===== src/rtl/ata_pio_pkg.sv =====
// Shared definitions for the ATA PIO timing engine.
// Assumes 8-bit phase counts packed four to a 32-bit timing word.
package ata_pio_pkg;
    localparam int TW = 8;
    localparam int AW = 4;

    // Packed so that t1 sits in the low byte and teoc in the high byte.
    typedef struct packed {
        logic [TW-1:0] teoc;
        logic [TW-1:0] t4;
        logic [TW-1:0] t2;
        logic [TW-1:0] t1;
    } tset_t;

    typedef enum logic [2:0] {
        PH_IDLE, PH_SETUP, PH_STROBE, PH_HOLD, PH_RECOV
    } phase_t;

    localparam logic [AW-1:0] ADDR_DATA = 4'd0;
    localparam logic [AW-1:0] ADDR_DEVH = 4'd6;
    localparam int DEV_BIT = 4;

    // Counter load value: a programmed count of 0 still spans one cycle.
    function automatic logic [TW-1:0] load_count(input logic [TW-1:0] t);
        return (t == '0) ? '0 : t - 1'b1;
    endfunction
endpackage


===== src/rtl/ata_pio_sync.sv =====
// Multi-flop synchronizer for a single asynchronous level.
// Assumes STAGES >= 2; output resets to RST_VAL.
module ata_pio_sync #(
    parameter int STAGES = 2,
    parameter bit RST_VAL = 1'b1
) (
    input  logic clk,
    input  logic rst_n,
    input  logic d,
    output logic q
);
    logic [STAGES-1:0] chain;

    // Shift the input through the flop chain.
    always_ff @(posedge clk or negedge rst_n) begin
        if (!rst_n) chain <= {STAGES{RST_VAL}};
        else        chain <= {chain[STAGES-2:0], d};
    end

    assign q = chain[STAGES-1];
endmodule


===== src/rtl/ata_pio_tsel.sv =====
// Timing word selection and device-select tracking.
// Assumes `start` is high for one cycle when an access is accepted.
module ata_pio_tsel
    import ata_pio_pkg::*;
(
    input  logic          clk,
    input  logic          rst_n,
    input  logic          sync_clr,
    input  logic          start,
    input  logic [AW-1:0] addr,
    input  logic          we,
    input  logic          wr_dev_bit,
    input  logic          fast_dev0,
    input  logic          fast_dev1,
    input  tset_t         cmp_set,
    input  logic          cmp_ien,
    input  tset_t         dev0_set,
    input  logic          dev0_ien,
    input  tset_t         dev1_set,
    input  logic          dev1_ien,
    output tset_t         sel_set,
    output logic          sel_ien
);
    logic dev_q;

    // Record the device-select bit on writes to the drive/head register.
    always_ff @(posedge clk or negedge rst_n) begin
        if (!rst_n)                                  dev_q <= 1'b0;
        else if (sync_clr)                           dev_q <= 1'b0;
        else if (start && we && addr == ADDR_DEVH)   dev_q <= wr_dev_bit;
    end

    // Pick the fast word only for data-port accesses to a fast device.
    always_comb begin
        sel_set = cmp_set;
        sel_ien = cmp_ien;
        if (addr == ADDR_DATA) begin
            if (!dev_q && fast_dev0) begin
                sel_set = dev0_set;
                sel_ien = dev0_ien;
            end else if (dev_q && fast_dev1) begin
                sel_set = dev1_set;
                sel_ien = dev1_ien;
            end
        end
    end
endmodule


===== src/rtl/ata_pio_seq.sv =====
// Four-phase access sequencer: setup, strobe, hold, recovery.
// Assumes the timing word and request fields are valid when start is high.
module ata_pio_seq
    import ata_pio_pkg::*;
#(
    parameter int DW = 16
) (
    input  logic          clk,
    input  logic          rst_n,
    input  logic          sync_clr,
    input  logic          start,
    input  logic [AW-1:0] addr,
    input  logic          we,
    input  logic [DW-1:0] wdata,
    input  tset_t         tset,
    input  logic          ien,
    input  logic          rdy,
    input  logic [DW-1:0] dd_in,
    output logic          idle,
    output logic [DW-1:0] rdata,
    output logic          ack,
    output logic [DW-1:0] dd_out,
    output logic          dd_oe,
    output logic [2:0]    da,
    output logic          cs0_n,
    output logic          cs1_n,
    output logic          dior_n,
    output logic          diow_n
);
    phase_t        ph_q;
    logic [TW-1:0] cnt_q;
    logic [AW-1:0] addr_q;
    logic          we_q;
    logic [DW-1:0] wd_q;
    tset_t         set_q;
    logic          ien_q;
    logic [DW-1:0] rd_q;
    logic          ack_q;
    logic          busy;
    logic          cnt_done;
    logic          stall;

    assign cnt_done = (cnt_q == '0);
    assign stall    = ien_q && !rdy;

    // Phase state machine with per-phase down counter.
    always_ff @(posedge clk or negedge rst_n) begin
        if (!rst_n) begin
            ph_q <= PH_IDLE; cnt_q <= '0; addr_q <= '0; we_q <= 1'b0;
            wd_q <= '0; set_q <= '0; ien_q <= 1'b0; rd_q <= '0; ack_q <= 1'b0;
        end else if (sync_clr) begin
            ph_q <= PH_IDLE; cnt_q <= '0; addr_q <= '0; we_q <= 1'b0;
            wd_q <= '0; set_q <= '0; ien_q <= 1'b0; rd_q <= '0; ack_q <= 1'b0;
        end else begin
            ack_q <= 1'b0;
            unique case (ph_q)
                PH_IDLE: if (start) begin
                    ph_q   <= PH_SETUP;
                    cnt_q  <= load_count(tset.t1);
                    addr_q <= addr;
                    we_q   <= we;
                    wd_q   <= wdata;
                    set_q  <= tset;
                    ien_q  <= ien;
                end
                PH_SETUP: if (cnt_done) begin
                    ph_q  <= PH_STROBE;
                    cnt_q <= load_count(set_q.t2);
                end else cnt_q <= cnt_q - 1'b1;
                PH_STROBE: if (!cnt_done) cnt_q <= cnt_q - 1'b1;
                else if (!stall) begin
                    ph_q  <= PH_HOLD;
                    cnt_q <= load_count(set_q.t4);
                    if (!we_q) rd_q <= dd_in;
                end
                PH_HOLD: if (cnt_done) begin
                    ph_q  <= PH_RECOV;
                    cnt_q <= load_count(set_q.teoc);
                    ack_q <= 1'b1;
                end else cnt_q <= cnt_q - 1'b1;
                PH_RECOV: if (cnt_done) ph_q <= PH_IDLE;
                else cnt_q <= cnt_q - 1'b1;
                default: ph_q <= PH_IDLE;
            endcase
        end
    end

    // Bus pins decoded from the registered phase.
    always_comb begin
        busy   = (ph_q == PH_SETUP) || (ph_q == PH_STROBE) || (ph_q == PH_HOLD);
        idle   = (ph_q == PH_IDLE);
        cs0_n  = !(busy && !addr_q[AW-1]);
        cs1_n  = !(busy && addr_q[AW-1]);
        da     = addr_q[2:0];
        dior_n = !(ph_q == PH_STROBE && !we_q);
        diow_n = !(ph_q == PH_STROBE && we_q);
        dd_oe  = busy && we_q;
        dd_out = wd_q;
        rdata  = rd_q;
        ack    = ack_q;
    end
endmodule


===== src/rtl/ata_pio_engine.sv =====
// Top of the ATA PIO cycle timing engine.
// Assumes the host holds req and its fields stable until ack.
module ata_pio_engine
    import ata_pio_pkg::*;
#(
    parameter int DATA_W    = 16,
    parameter int SYNC_DEPTH = 2
) (
    input  logic              clk,
    input  logic              rst_n,
    input  logic              sync_clr,
    input  logic              ctl_enable,
    input  logic              ctl_bus_reset,
    input  logic              ctl_fast_dev0,
    input  logic              ctl_fast_dev1,
    input  logic [4*TW-1:0]   cmp_timing,
    input  logic              cmp_iordy_en,
    input  logic [4*TW-1:0]   dev0_timing,
    input  logic              dev0_iordy_en,
    input  logic [4*TW-1:0]   dev1_timing,
    input  logic              dev1_iordy_en,
    input  logic              req,
    input  logic [AW-1:0]     addr,
    input  logic              we,
    input  logic [DATA_W-1:0] wdata,
    output logic [DATA_W-1:0] rdata,
    output logic              ack,
    output logic              ata_reset_n,
    input  logic [DATA_W-1:0] dd_in,
    output logic [DATA_W-1:0] dd_out,
    output logic              dd_oe,
    output logic [2:0]        da,
    output logic              cs0_n,
    output logic              cs1_n,
    output logic              dior_n,
    output logic              diow_n,
    input  logic              iordy,
    input  logic              intrq,
    output logic              irq
);
    logic  idle;
    logic  start;
    logic  rdy_s;
    tset_t sel_set;
    logic  sel_ien;
    logic  irq_q;

    assign start       = req && ctl_enable && idle;
    assign ata_reset_n = !ctl_bus_reset;
    assign irq         = irq_q;

    // Register the device interrupt toward the host.
    always_ff @(posedge clk or negedge rst_n) begin
        if (!rst_n)        irq_q <= 1'b0;
        else if (sync_clr) irq_q <= 1'b0;
        else               irq_q <= intrq;
    end

    ata_pio_sync #(.STAGES(SYNC_DEPTH), .RST_VAL(1'b1)) i_rdy_sync (
        .clk(clk), .rst_n(rst_n), .d(iordy), .q(rdy_s)
    );

    ata_pio_tsel i_tsel (
        .clk(clk), .rst_n(rst_n), .sync_clr(sync_clr), .start(start),
        .addr(addr), .we(we), .wr_dev_bit(wdata[DEV_BIT]),
        .fast_dev0(ctl_fast_dev0), .fast_dev1(ctl_fast_dev1),
        .cmp_set(tset_t'(cmp_timing)),   .cmp_ien(cmp_iordy_en),
        .dev0_set(tset_t'(dev0_timing)), .dev0_ien(dev0_iordy_en),
        .dev1_set(tset_t'(dev1_timing)), .dev1_ien(dev1_iordy_en),
        .sel_set(sel_set), .sel_ien(sel_ien)
    );

    ata_pio_seq #(.DW(DATA_W)) i_seq (
        .clk(clk), .rst_n(rst_n), .sync_clr(sync_clr), .start(start),
        .addr(addr), .we(we), .wdata(wdata), .tset(sel_set), .ien(sel_ien),
        .rdy(rdy_s), .dd_in(dd_in), .idle(idle), .rdata(rdata), .ack(ack),
        .dd_out(dd_out), .dd_oe(dd_oe), .da(da), .cs0_n(cs0_n), .cs1_n(cs1_n),
        .dior_n(dior_n), .diow_n(diow_n)
    );
endmodule


===== config.mk =====
export PLATFORM = sky130hd
export DESIGN_NAME = ata_pio_engine
export DESIGN_NICKNAME = d
export VERILOG_FILES = /design/src/rtl/ata_pio_pkg.sv /design/src/rtl/ata_pio_sync.sv /design/src/rtl/ata_pio_tsel.sv /design/src/rtl/ata_pio_seq.sv /design/src/rtl/ata_pio_engine.sv
export SDC_FILE = /design/constraint.sdc
export NUM_CORES = 1
export LEC_CHECK = 0
export BUFFER_PORTS_ARGS = -buffer_cell sky130_fd_sc_hd__buf_2
export CELL_PAD_IN_SITES_DETAIL_PLACEMENT = 2
export CELL_PAD_IN_SITES_GLOBAL_PLACEMENT = 2
export CORE_UTILIZATION = 25
export CTS_BUF_LIST = sky130_fd_sc_hd__clkbuf_16
export DETAILED_ROUTE_END_ITERATION = 16
export PLACE_DENSITY = 0.77
export SETUP_SLACK_MARGIN = 0.15
export SYNTH_ARGS = -nofsm -noshare
export SYNTH_HDL_FRONTEND = slang
export SYNTH_SLANG_ARGS = --single-unit

===== constraint.sdc =====
create_clock -name clk -period 2.6 [get_ports clk]
set_input_delay 0.39 -clock clk [delete_from_list [all_inputs] [get_ports clk]]
set_output_delay 0.39 -clock clk [all_outputs]
set_load 0.01 [all_outputs]

==> results of run 1 <==
[power by group through the flow]
stage	Sequential [mW]	Clock [mW]	Combinational, mW
after CTS	1.56	1.26	2.20
after detailed placement	1.58	0	2.15
after global placement	1.56	0	2.07
after global routing	1.59	1.30	2.48
final	1.57	1.23	2.28
after floorplan	1.53	0	1.39
[critical path, stage by stage (launching register included)]
cell and delay (ns):
dfrtp_1 0.40, or4_4 0.55, or3_4 0.39, buf_6 0.15
o32ai_4 0.20, a21oi_2 0.07, or3_1 0.37, a31oi_1 0.20
[layout make-up]
cell class                 count  area, um2
clock buffer                   9        225
clock inverter                 7       57.6
fill                        2277      12800
inverter                      20       75.1
multi-input combinational    458       2960
sequential                    78       1960
tap                          265        332
timing repair buffer         232       1290
[worst max-delay path by stage]
stage	start	depth (start not counted)	slack, ns	endpoint
floorplan	addr[1]	9	0.10	i_seq.cnt_q[5]
global placement	addr[1]	12	0.04	i_seq.cnt_q[4]
detailed placement	addr[1]	9	0.02	i_seq.cnt_q[5]
CTS	i_seq.cnt_q[5]	7	0.07	i_seq.cnt_q[2]
global route	i_seq.cnt_q[6]	7	0.12	i_seq.cnt_q[2]
finish	i_seq.cnt_q[4]	7	0.18	i_seq.cnt_q[2]
[flip-flops by register name, summed over array words and instances, names as in the netlist, 2 cells and up]
| signal | flops |
|---|---|
| i_seq.dd_out | 16 |
| i_seq.addr_q | 4 |
| i_seq.set_q | 24 |
| i_seq.rdata | 16 |
| i_seq.ph_q | 3 |
| i_rdy_sync.chain | 2 |
| i_seq.cnt_q | 8 |
[cell usage in the layout, fill, tap and decap left out, types with 9 or more instances in the layout]
cell,n
a21oi_1,73
buf_2,187
buf_4,42
clkbuf_16,9
dfrtp_1,74
ha_1,9
inv_1,20
nand2_1,123
nor2_1,17
nor3_1,10
o21ai_0,18
o221ai_1,27
o22a_1,26
xnor2_1,10
[per-stage QoR]
stage / hold WS [ns] / cells / utilization [%] / setup slack, ns
floorplan: 0.0944 / 600 / - / 0.101
global placement: 0.347 / 1049 / 33.0 / 0.0413
detailed placement: 0.350 / 1049 / 33.0 / 0.0187
CTS: 0.00197 / 1065 / 34.4 / 0.0744
global route: 0.0140 / 1069 / 35.0 / 0.116
finish: -0.0135 / 1069 / 35.0 / 0.181
[cells by family (layout without fill, tap and decap cells)]
family,count (synthesis),in the layout
and+or+nand+nor,218,218
AOI/OAI and AO/OA,208,208
DFF,78,78
buffers and inverters,64,268
xor gates and xnor gates,13,13
adders and majority gates,10,10
muxes,9,9
[layer usage]
layer | vias to the layer above | global-route usage (%)
li1 | 2604 | -
met1 | 2684 | 23.1
met2 | 137 | 33.1
met3 | 17 | 3.55
met4 | 0 | 5.00
met5 | - | 0
[timing repair]
action	in CTS	in global routing
setup buffers	0	4
pin swaps	0	6
setup endpoints to repair	24	26
gates resized for setup	3	17
cloned	0	0
hold buffers	0	0
==> results by group, run 1 <==
Outcome
  • Run status: complete, but fails checks
  • Failing checks: hold timing

Global routing
  • Antenna violations before repair: 0
  • GRT overflow: 0
  • First-pass GRT wire length: 31.8 mm
  • Largest net degree at the start of global routing: 67
  • Vias in the first global route: 5933
  • GRT Util Overall: 18.7%

Job
  • Max_cap viols: 0

Drt
  • Vias: 5442
  • DRT iter0 DRCs: 144
  • DR pass1 iterations: 4
  • Wire per inst: 18.4 um
  • Highest metal used: met4
  • Antenna Violating Nets Remaining: 0
  • DR WL met3: 870 um
  • DRT Wirelength: 19.7 mm
  • Remaining DRCs: 0
  • DR vias/cell: 5.09
  • Metal2 WL: 9.86 mm
  • Metal-1 WL: 8.70 mm

Finish
  • Share of cells above drive strength 1: 35.3%
  • Nets: 955
  • ANT cells: 0
  • Fin area: 6890 um2
  • Area Growth Syn to Fin: 34.9%

Timing
  • Final Hold Fails: 5
  • Final setup viols: 0
  • Final Cycle Share: 93.0%
  • RSZ-0062 raised after global routing: yes
  • Slew Viols, Final: 0
  • Relative slew slack: 50.3%
  • Worst Clk Skew: 0.00900 ns
  • Sum Neg Setup Slack: 0 ns
  • Fmax: 413 MHz
  • Worst hold margin: -0.0135 ns
  • Worst-margin pin slew: 0.746 ns
  • Min Clock Period, post-route: 2.42 ns

Setup path
  • Reg2Reg Setup Slack: 0.18 ns
  • Critical path type: reg2reg
  • R2R cell count: 7
  • Worst-path maximum fanout: 5
  • FF-to-FF Start: i_seq.cnt_q[4]
  • Endpoint class of the critical path: flip-flop
  • Data required time at the worst endpoint: 2.86 ns
  • Crit path DAT: 2.68 ns
  • Startpoint Class: flip-flop
  • Worst reg2reg endpoint: i_seq.cnt_q[2]

Logic synthesis
  • Synth Flop Type: dfrtp_1
  • Synth area leaders: dfrtp_1 (37%), nand2_1 (9.0%), a21oi_1 (7.2%)
  • Syn nets: 756
  • Yosys top cell by area: dfrtp_1
  • Post-synthesis register bit count: 78
  • Mapped Area: 5110 um2
  • YS warnings: 0
  • Synth top area share: 37.2%
  • Syn Area/Cell: 8.52 um2
  • Register area share after synthesis: 38.2%
  • Mux contribution to synthesized area: 1.81%
  • Largest family of logic cells by synthesized area: compound AO/OA/AOI/OAI gates
  • Synth Area in Simple Gates: 21.4%
  • Synth cell types: 68
  • Ys async rst share: 100%
  • Synth top cells by count: nand2_1 (123), dfrtp_1 (76), a21oi_1 (74)
  • Adder-cell share of the synthesized area: 2.45%
  • Post-Synth XOR/XNOR Area: 2.23%
  • Synth Area in Compound Gates: 28.2%
  • Most common cell in the netlist: nand2_1
  • Number of flops mapped to enable cells by yosys: 0
  • Mapped Cells: 600

CTS
  • CTS tree: done
  • Worst-path clk slew: 0.07 ns
  • # H-tree levels: 3
  • Clock latency on the worst-skew pair: 0.35 ns
  • Total CTS buffers: 9
  • CTS root buf: clkbuf_16
  • Clk buf depth: 2
  • CTS sink count: 78

Pwr
  • Comb pwr share: 44.9%
  • Seq pwr share: 30.9%
  • Power density over cell area: 736 nW/um2
  • Clock network fraction of design power: 24.2%
  • Tot Pwr: 5.08 mW
  • VDD IR max: 0.391 mV
  • P_int: 3.00 mW
  • P_leak: 3.12 nW
  • Total net switching power: 2.08 mW
  • Net switching share of the total power: 40.9%

Placed design
  • Port Buffers: 188
  • Final Wtd Congestion: 0.822
  • Hpwl dp: 14.6 mm
  • Dpl cell area: 6500 um2

Hold path
  • Min-Delay Path Class: in2async

Floorplan
  • Initial Util: 25.9%
  • Chip Height: 145 um
  • Die area: 21000 um2
  • Row count: 51
  • Chip Width: 145 um
  • CORE AREA: 19700 um2
  • # IOs: 189
Note: power is estimated with default switching activity, not from simulation.
==> inputs of run 2 (changes only) <==
--- a/config.mk
+++ b/config.mk
@@ -12,6 +12,7 @@
 export CTS_BUF_LIST = sky130_fd_sc_hd__clkbuf_16
 export DETAILED_ROUTE_END_ITERATION = 16
 export PLACE_DENSITY = 0.77
+export RECOVER_POWER = 100
 export SETUP_SLACK_MARGIN = 0.15
 export SYNTH_ARGS = -nofsm -noshare
 export SYNTH_HDL_FRONTEND = slang
==> results by group, run 2 (same netlist as run 1, synthesis figures left out) <==
Pwr
  • VDD IR max: 0.392 mV (was 0.391 mV)
  • P_leak: 2.94 nW (was 3.12 nW)
  • Power density over cell area: 738 nW/um2 (was 736 nW/um2)

Global routing
  • GRT Util Overall: 18.7% (unchanged)
  • Largest net degree at the start of global routing: 67 (unchanged)
  • Vias in the first global route: 5933 (unchanged)
  • GRT overflow: 0 (unchanged)
  • Antenna violations before repair: 0 (unchanged)
  • First-pass GRT wire length: 31.8 mm (unchanged)

CTS
  • Total CTS buffers: 9 (unchanged)
  • # H-tree levels: 3 (unchanged)
  • Hold-fix buffers, CTS: 0 (unchanged)
  • CTS root buf: clkbuf_16 (unchanged)
  • CTS sink count: 78 (unchanged)
  • CTS tree: done (unchanged)
  • Worst-path clk slew: 0.07 ns (about the same)
  • Clock latency on the worst-skew pair: 0.35 ns (about the same)
  • Clk buf depth: 2 (unchanged)

Outcome
  • Failing checks: capacitance limit, slew limit (was hold timing)
  • Run status: complete, but fails checks (unchanged)

Drt
  • DRT Wirelength: 19.7 mm (about the same)
  • Remaining DRCs: 0 (unchanged)
  • DR vias/cell: 5.11 (was 5.09)
  • Vias: 5459 (was 5442)
  • Antenna Violating Nets Remaining: 0 (unchanged)
  • DR pass1 iterations: 4 (unchanged)
  • Wire per inst: 18.4 um (about the same)
  • DRT iter0 DRCs: 148 (was 144)

Setup path
  • Startpoint Class: flip-flop (unchanged)
  • Crit path cell chain: or4_4, or3_4, clkbuf_2, o32ai_4, a21oi_2, or3_1, a31oi_1 (was or4_4, or3_4, buf_6, o32ai_4, a21oi_2, or3_1, a31oi_1)
  • Data required time at the worst endpoint: 2.86 ns (about the same)
  • Endpoint class of the critical path: flip-flop (unchanged)
  • CP max stage cell: or4_4 (unchanged)
  • Crit path DAT: 2.70 ns (was 2.68 ns)
  • Crit path max-delay family: simple AND/OR/NAND/NOR gates (unchanged)
  • Worst path max stage delay: 0.55 ns (about the same)
  • Critical path type: reg2reg (unchanged)
  • Worst-path maximum fanout: 5 (unchanged)
  • Crit path buf inv count: 1 (unchanged)

Finish
  • Top reg by flops: i_seq.set_q (unchanged)
  • Layout filler cell count: 2305 (was 2277)
  • Area Growth Syn to Fin: 33.3% (was 34.9%)
  • Number of flip-flops in the largest register: 24 (unchanged)
  • Most frequent cells in the layout: buf_2 (146), nand2_1 (123), dfrtp_1 (75) (was buf_2 (187), nand2_1 (123), dfrtp_1 (74))
  • ANT cells: 0 (unchanged)
  • Fin area: 6810 um2 (was 6890 um2)
  • Most common cell after layout, fill and taps aside: buf_2 (unchanged)
  • Nets: 955 (unchanged)
  • Share of cells above drive strength 1: 29.5% (was 35.3%)

Timing
  • Worst Clk Skew: 0.00796 ns (was 0.00900 ns)
  • Final Hold Fails: 0 (was 5)
  • Final setup viols: 0 (unchanged)
  • Fmax: 410 MHz (was 413 MHz)
  • Worst hold margin: 0.140 ns (was -0.0135 ns)
  • Sum Neg Setup Slack: 0 ns (unchanged)
  • Relative slew slack: -29.8% (was 50.3%)
  • Min Clock Period, post-route: 2.44 ns (was 2.42 ns)
  • Setup ws final: 0.159 ns (was 0.181 ns)
  • Worst-margin pin slew: 1.95 ns (was 0.746 ns)
  • RSZ-0062 raised after global routing: yes (unchanged)
  • Slew Viols, Final: 34 (was 0)
  • Final Cycle Share: 93.9% (was 93.0%)

Floorplan
  • Die area: 21000 um2 (unchanged)
  • # IOs: 189 (unchanged)
  • Chip Width: 145 um (unchanged)
  • CORE AREA: 19700 um2 (unchanged)
  • Initial Util: 25.9% (unchanged)
  • Row count: 51 (unchanged)
  • Chip Height: 145 um (unchanged)

Placed design
  • Hpwl dp: 14.6 mm (unchanged)
  • Place WS: 0.0187 ns (unchanged)
  • Port Buffers: 188 (unchanged)
  • Final Wtd Congestion: 0.822 (unchanged)
  • Dpl cell area: 6500 um2 (unchanged)

Hold path
  • Min-Delay Path Class: in2reg (was in2async)

Job
  • Max_cap viols: 1 (was 0)
## run 2: cell types whose count changed in the layout (fill, tap and decap cells not counted), sizes merged
cell and change:
buf -49, clkbuf +49
## run 2: power breakdown
part	internal (mW)	switching [mW]	leakage, nW
Combinational	0.924	1.31	1.74
Clock	0.659	0.570	0.134
Sequential	1.37	0.196	1.06
Total	2.96	2.07	2.94
## run 2: path summary, 6_finish.rpt
kind	end	slack [ns]	depth (start not counted)	startpoint
worst max-delay path	i_seq.cnt_q[2]	0.16	7	i_seq.cnt_q[4]
worst min-delay path	i_rdy_sync.chain[0]	0.14	1	iordy
worst max register to register	i_seq.cnt_q[2]	0.16	7	i_seq.cnt_q[4]
worst min register to register	i_rdy_sync.chain[1]	0.36	0	i_rdy_sync.chain[0]
max in group asynchronous	i_seq.ph_q[1]	0.75	1	rst_n
min in group asynchronous	i_seq.rdata[2]	0.57	1	rst_n
## run 2: timing repair
item                                    CTS  global route
cloned                                    0             0
endpoints found under the setup margin   24            26
endpoints found under the hold margin     0             0
pin swaps                                 0             6
setup buffers                             0             4
gates resized for setup                   3            17
## run 2: area by class of cell
type / count / area [um2] / area share [%]
multi-input cells: 458 / 2960 / 43.4
flip-flops and latches: 78 / 1960 / 28.7
repair buffers: 232 / 1210 / 17.7
well taps: 265 / 332 / 4.87
clock buffers: 9 / 225 / 3.31
inverters: 20 / 75.1 / 1.10
clock inverters: 7 / 57.6 / 0.845
## run 2: routing by layer
| layer | wire, um | vias up | global-route usage, % | part of all wire (%) |
|---|---|---|---|---|
| met2 | 9840 | 141 | 33.1 | 50 |
| met1 | 8650 | 2691 | 23.1 | 44 |
| met3 | 907 | 20 | 3.55 | 4.6 |
| met4 | 264 | 0 | 5.00 | 1.3 |
| li1 | - | 2607 | - | - |
| met5 | 0 | - | 0 | 0 |
## run 2: metrics by stage
step                      instances  total power, mW  utilization (%)
after CTS                      1065             5.02             34.4
after detailed placement       1049             3.72             33.0
final                          1069             5.03             34.5
after global placement         1049             3.64             33.0
after global routing           1069             5.33             34.5
after floorplan                 600             2.92                -
